<file path="src/rtl/rcr_pkg.sv">
package rcr_pkg;
  localparam int unsigned FLAG_N = 8;
  // flag bit positions
  localparam int unsigned F_POR = 0;
  localparam int unsigned F_BOR = 1;
  localparam int unsigned F_EXT = 2;
  localparam int unsigned F_SWR = 3;
  localparam int unsigned F_WDT = 4;
  localparam int unsigned F_SLP = 5;
  localparam int unsigned F_IDL = 6;
  localparam int unsigned F_CM  = 7;

  localparam logic [FLAG_N-1:0] POR_VAL = FLAG_N'(2'b11);

  localparam logic [1:0] MODE_IDLE  = 2'b01;
  localparam logic [1:0] MODE_SLEEP = 2'b10;

  // order is priority, highest first
  localparam int unsigned EV_N = 7;
  typedef enum logic [2:0] {
    EV_POR  = 3'd0,
    EV_BOR  = 3'd1,
    EV_EXT  = 3'd2,
    EV_CM   = 3'd3,
    EV_WDT  = 3'd4,
    EV_SWR  = 3'd5,
    EV_IRQ  = 3'd6,
    EV_NONE = 3'd7
  } ev_e;
endpackage

</file>
<file path="src/rtl/rcr_event_arb.sv">
module rcr_event_arb
  import rcr_pkg::*;
(
  input  logic [EV_N-1:0] req_i,
  output ev_e             sel_o
);
  always_comb begin
    sel_o = EV_NONE;
    for (int i = EV_N - 1; i >= 0; i--) begin
      if (req_i[i]) sel_o = ev_e'(i);
    end
  end
endmodule

</file>
<file path="src/rtl/rcr_flag_upd.sv">
module rcr_flag_upd
  import rcr_pkg::*;
(
  input  logic [FLAG_N-1:0] flags_i,
  input  ev_e               sel_i,
  input  logic [1:0]        mode_i,
  output logic [FLAG_N-1:0] flags_o
);
  logic in_idle, in_sleep;
  logic [FLAG_N-1:0] mode_bits;

  assign in_idle   = (mode_i == MODE_IDLE);
  assign in_sleep  = (mode_i == MODE_SLEEP);
  assign mode_bits = (FLAG_N'(in_idle) << F_IDL) | (FLAG_N'(in_sleep) << F_SLP);

  always_comb begin
    flags_o = flags_i;
    unique case (sel_i)
      EV_POR:  flags_o = POR_VAL;
      EV_BOR:  flags_o[F_BOR] = 1'b1;
      EV_EXT:  flags_o = flags_i | mode_bits | (FLAG_N'(1) << F_EXT);
      EV_CM:   flags_o[F_CM] = 1'b1;
      EV_WDT:  flags_o = flags_i | mode_bits | (FLAG_N'(1) << F_WDT);
      EV_SWR:  flags_o[F_SWR] = 1'b1;
      EV_IRQ:  flags_o = flags_i | mode_bits;
      default: flags_o = flags_i;
    endcase
  end
endmodule

</file>
<file path="src/rtl/rcr_pc_sel.sv">
module rcr_pc_sel
  import rcr_pkg::*;
#(
  parameter int unsigned      PC_W      = 24,
  parameter int unsigned      PRIO_W    = 3,
  parameter logic [PC_W-1:0]  RESET_VEC = '0
) (
  input  ev_e               sel_i,
  input  logic [1:0]        mode_i,
  input  logic [PRIO_W-1:0] irq_prio_i,
  input  logic [PRIO_W-1:0] cpu_prio_i,
  input  logic [PC_W-1:0]   cur_pc_i,
  input  logic [PC_W-1:0]   vec_addr_i,
  output logic              load_o,
  output logic [PC_W-1:0]   pc_o
);
  localparam logic [PC_W-1:0] STEP = PC_W'(2);

  logic            low_power;
  logic [PC_W-1:0] next_pc;

  assign low_power = (mode_i == MODE_IDLE) || (mode_i == MODE_SLEEP);
  assign next_pc   = cur_pc_i + STEP;
  assign load_o    = (sel_i != EV_NONE);

  always_comb begin
    pc_o = RESET_VEC;
    if (sel_i == EV_WDT && low_power) pc_o = next_pc;
    else if (sel_i == EV_IRQ)
      pc_o = (irq_prio_i <= cpu_prio_i) ? next_pc : vec_addr_i;
  end
endmodule

</file>
<file path="src/rtl/rst_cause_reg.sv">
module rst_cause_reg
  import rcr_pkg::*;
#(
  parameter int unsigned      PC_W      = 24,
  parameter int unsigned      PRIO_W    = 3,
  parameter logic [PC_W-1:0]  RESET_VEC = '0
) (
  input  logic              clk_i,
  input  logic              rst_ni,
  input  logic              por_i,
  input  logic              bor_i,
  input  logic              ext_i,
  input  logic              swr_i,
  input  logic              cm_i,
  input  logic              wdt_i,
  input  logic              irq_wake_i,
  input  logic [1:0]        mode_i,
  input  logic [PRIO_W-1:0] irq_prio_i,
  input  logic [PRIO_W-1:0] cpu_prio_i,
  input  logic [PC_W-1:0]   cur_pc_i,
  input  logic [PC_W-1:0]   vec_addr_i,
  input  logic              wr_en_i,
  input  logic [FLAG_N-1:0] wr_data_i,
  input  logic [FLAG_N-1:0] wr_mask_i,
  output logic [FLAG_N-1:0] flags_o,
  output logic              pc_load_o,
  output logic [PC_W-1:0]   pc_o
);
  logic              low_power;
  logic [EV_N-1:0]   req;
  ev_e               sel;
  logic [FLAG_N-1:0] flags_q, flags_ev;
  logic              load_d;
  logic [PC_W-1:0]   pc_d, pc_q;
  logic              load_q;

  assign low_power = (mode_i == MODE_IDLE) || (mode_i == MODE_SLEEP);

  // index = priority rank
  always_comb begin
    req          = '0;
    req[EV_POR]  = por_i;
    req[EV_BOR]  = bor_i;
    req[EV_EXT]  = ext_i;
    req[EV_CM]   = cm_i;
    req[EV_WDT]  = wdt_i;
    req[EV_SWR]  = swr_i;
    req[EV_IRQ]  = irq_wake_i && low_power;
  end

  rcr_event_arb u_arb (.req_i(req), .sel_o(sel));

  rcr_flag_upd u_upd (
    .flags_i(flags_q), .sel_i(sel), .mode_i(mode_i), .flags_o(flags_ev)
  );

  rcr_pc_sel #(.PC_W(PC_W), .PRIO_W(PRIO_W), .RESET_VEC(RESET_VEC)) u_pc (
    .sel_i(sel), .mode_i(mode_i), .irq_prio_i(irq_prio_i), .cpu_prio_i(cpu_prio_i),
    .cur_pc_i(cur_pc_i), .vec_addr_i(vec_addr_i), .load_o(load_d), .pc_o(pc_d)
  );

  always_ff @(posedge clk_i or negedge rst_ni) begin
    if (!rst_ni) begin
      flags_q <= POR_VAL;
      load_q  <= 1'b0;
      pc_q    <= RESET_VEC;
    end else begin
      load_q <= load_d;
      if (load_d) begin
        flags_q <= flags_ev;
        pc_q    <= pc_d;
      end else if (wr_en_i) begin
        flags_q <= flags_q & ~(wr_mask_i & ~wr_data_i);
      end
    end
  end

  assign flags_o   = flags_q;
  assign pc_load_o = load_q;
  assign pc_o      = pc_q;


  por_state_chk: assert property (@(posedge clk_i) disable iff (!rst_ni)
    por_i |=> (flags_o == POR_VAL) && pc_load_o && (pc_o == RESET_VEC));


  bor_only_chk: assert property (@(posedge clk_i) disable iff (!rst_ni)
    (bor_i && !por_i) |=> flags_o == ($past(flags_o) | FLAG_N'(1 << F_BOR)));


  run_irq_ignored_chk: assert property (@(posedge clk_i) disable iff (!rst_ni)
    (irq_wake_i && !low_power && !por_i && !bor_i && !ext_i && !cm_i && !wdt_i
     && !swr_i && !wr_en_i) |=> !pc_load_o && $stable(flags_o));


  irq_pc_chk: assert property (@(posedge clk_i) disable iff (!rst_ni)
    (irq_wake_i && low_power && !por_i && !bor_i && !ext_i && !cm_i && !wdt_i && !swr_i)
    |=> pc_o == (($past(irq_prio_i) <= $past(cpu_prio_i)) ?
                 PC_W'($past(cur_pc_i) + PC_W'(2)) : $past(vec_addr_i)));


  w0c_chk: assert property (@(posedge clk_i) disable iff (!rst_ni)
    (wr_en_i && !por_i && !bor_i && !ext_i && !cm_i && !wdt_i && !swr_i
     && !(irq_wake_i && low_power))
    |=> flags_o == ($past(flags_o) & ~($past(wr_mask_i) & ~$past(wr_data_i))));


  pc_hold_chk: assert property (@(posedge clk_i) disable iff (!rst_ni)
    !pc_load_o |-> $stable(pc_o));
endmodule

</file>
<file path="config.mk">
export PLATFORM = sky130hd
export DESIGN_NAME = rst_cause_reg
export DESIGN_NICKNAME = d
export VERILOG_FILES = /design/src/rtl/rcr_pkg.sv /design/src/rtl/rcr_event_arb.sv /design/src/rtl/rcr_flag_upd.sv /design/src/rtl/rcr_pc_sel.sv /design/src/rtl/rst_cause_reg.sv
export SDC_FILE = /design/constraint.sdc
export NUM_CORES = 1
export LEC_CHECK = 0
export BUFFER_PORTS_ARGS = -buffer_cell sky130_fd_sc_hd__buf_2
export CAP_MARGIN = 15
export CORE_UTILIZATION = 31
export CTS_BUF_LIST = sky130_fd_sc_hd__clkbuf_16
export CTS_CLUSTER_DIAMETER = 40
export DETAILED_ROUTE_END_ITERATION = 10
export PLACE_DENSITY = 0.69
export SLEW_MARGIN = 10
export SYNTH_ARGS = -nofsm -noshare
export SYNTH_HDL_FRONTEND = slang
export SYNTH_SLANG_ARGS = --single-unit
export TNS_END_PERCENT = 10
</file>
<file path="constraint.sdc">
create_clock -name clk_i -period 1 [get_ports clk_i]
set_input_delay 0.05 -clock clk_i [delete_from_list [all_inputs] [get_ports clk_i]]
set_output_delay 0.05 -clock clk_i [all_outputs]
set_load 0.05 [all_outputs]
</file>
==> qor.csv <==
metric;value;unit
YS warnings;0;
Root Driver;clkbuf_16;
via density per instance;5.062;
post-synthesis net count;354;
mean post-synth cell area;8.453;um2
vias;2769;
unrepaired setup endpoints after global routing;true;
#FFs+latches synth;33;
reg2reg path depth;3;
Total GRT Usage;21.52;%
global-route wire length before repair;12630;um
Worst Hold Path EP;pc_o[14];
VDD IR max;571.5;uV
Pleak;1.889;nW
Worst-Margin Slew;440.0;ps
CP max stage cell;or4_4;
Clock Skew;0;ps
Max Buffers Root-to-Sink;2;
fin nets;539;
DRT iter0 DRCs;84;
min Tclk post-route;1369;ps
start point of the critical path;ext_i;
Worst-Skew Late Latency;270;ps
row count;30;
Die Y;87.17;um
Final Util;55.83;%
1st-pass router iterations;4;
power per cell area;1052;nW/um2
fraction of registers with async set/reset;100.0;%
Initial Utilization;32.55;%
Synth Cell Area;2248;um2
top_reg_cell synth;dfrtp_1;
Synth-to-Final Area Change;71.51;%
Max Transition Viols Final;0;
top cell type's share of synthesized area;34.50;%
total routed wirelength;7995;um
critical path arrival;1560;ps
failing checks;negative setup slack;
max-slew headroom at the worst pin;70.67;%
die area;7598;um2
Final setup viols;35;
status;finished with violations;
Final Hold Fails;0;
Setup CP Type;primary input to flop;
hold path depth;3;
Yosys top cell by area;dfrtp_1;
Critical Path RT;1190;ps
Unique masters post-synth;53;
DR DRC count;0;
vias in the first global route;2801;
Critical Path Most Common Cell;buf_4;
CTS H-Tree Depth;2;
Final period util;136.9;%
CTS tree;done;
r2r endpoint;flags_o[7];
Hold Startpoint;vec_addr_i[14];
CP cell instances;buf_6 -> or4_4 -> buf_4 -> a211o_4 -> buf_4 -> o21ai_1;
total power;4.058;mW
wire per inst;14.62;um
pin count of the biggest net entering global routing;20;
antenna violations before repair;0;
Worst-path clk slew;50;ps
Crit. End Element;flop;
Core Footprint;6907;um2
clk sink count;33;
Post-synth EDFFs;0;
register area share after synthesis;36.84;%
synth top area cells;dfrtp_1, o21ai_1, nand2_1;
R2R setup slack;40;ps
RD Place Congestion;0.9149;
share of cells above drive strength 1;51.22;%
Post-Synthesis Cells;266;
Antenna Cells;0;
max incr delay on CP;560;ps
Detail Placement HPWL;6087;um
port bufs;114;
crit start category;primary input;
Hold Path Class;primary input to flop;
total congestion overflow;0;
reg2reg start;flags_o[7];
IO Count;115;
Die Wd;87.17;um
MaxCap Viol Count;0;
Hold Slack;30.20;ps
FMAX;730.7;MHz
ANT nets after route;0;
list of most frequent post-synthesis cells;dfrtp_1, o21ai_1, nand2_1;
setup ws final;-368.6;ps
TritonCTS buffer count;5;
CP max FO;7;
[worst max-delay path, delay by kind of cell]
family,cells,cell delay [ps]
compound gates,2,490
simple gates,1,560
buf+inv,3,460
[metal layers]
layer / GRT usage (%) / routed length (um) / vias up
met5: 0 / 0 / -
met4: 8.048 / 176 / 0
met1: 26.46 / 3413 / 1287
met3: 5.118 / 608 / 21
li1: - / - / 1338
met2: 36.58 / 3796 / 123
[stage by stage]
step / cell area (um2) / worst slack (ps) / TNS, ps / std cells
after floorplan: 2282 / -558.2 / -14520 / 266
after global placement: 3426 / -752.4 / -21840 / 531
after detailed placement: 3426 / -836.4 / -23570 / 531
after CTS: 3789 / -372.2 / -9762 / 546
after global routing: 3856 / -438.7 / -11960 / 547
final: 3856 / -368.6 / -9793 / 547
[power breakdown]
part	internal [mW]	total [mW]	switching, mW	leakage (nW)
registers	1.36	1.38	0.0181	0.446
clock network	0.890	1.45	0.556	0.0685
logic	0.613	1.23	0.616	1.37
[layout make-up]
type                       instances  area [um2]
inverter                          10       37.54
sequential                        33       828.3
timing repair buffer             190        1244
fill                             678        3050
clock buffer                       5       125.1
tap                               96       120.1
multi-input combinational        211        1494
clock inverter                     2       7.507
[worst max path at each step]
stage	to	slack (ps)	cells after the start
2_1_floorplan	pc_o[14]	-560	8
3_3_place_gp	pc_o[0]	-750	8
3_5_place_dp	pc_o[0]	-840	7
4_1_cts	pc_o[11]	-370	6
5_1_grt	pc_o[14]	-440	7
6_report	pc_o[2]	-370	6
[logic make-up (layout without fill, tap and decap cells)]
logic type / count (synthesis) / count (layout) / share of synthesized area [%]
AND/OR/NAND/NOR: 105 / 106 / 24.82
XOR/XNOR: 14 / 14 / 5.454
multiplexers: 8 / 8 / 3.562
flip-flops: 33 / 33 / 36.84
AO/OA/AOI/OAI: 77 / 77 / 21.09
adder cells (fa/ha/maj): 6 / 6 / 3.339
buffers and inverters: 23 / 207 / 4.897
[flip-flops by register name, summed over array words and instances (netlist names)]
register and flops:
pc_o 24, pc_load_o 1, flags_o 8
[cells in the final DEF, fill, tap and decap left out, types with 6 or more instances in the layout]
| cell | synthesis | layout |
|---|---|---|
| buf_2 | 4 | 109 |
| buf_4 | 1 | 66 |
| o21ai_1 | 31 | 34 |
| dfrtp_1 | 31 | 31 |
| nand2_1 | 27 | 27 |
| nor2_1 | 14 | 13 |
| nand3_1 | 12 | 11 |
| xnor2_1 | 11 | 11 |
| inv_1 | 10 | 10 |
| a21oi_1 | 9 | 9 |
| nor3_1 | 14 | 8 |
| mux2i_1 | 8 | 8 |
| o21ai_0 | 11 | 6 |
| buf_6 | 2 | 6 |
[repair_timing]
action,CTS,global route
gates cloned,1,0
hold buffers,1,0
resized for setup,36,14
pin swaps,9,4
setup buffers,6,1
setup endpoints to repair,35,37
hold endpoints to repair,12,0
No activity file was read; power rests on OpenSTA's default activity.
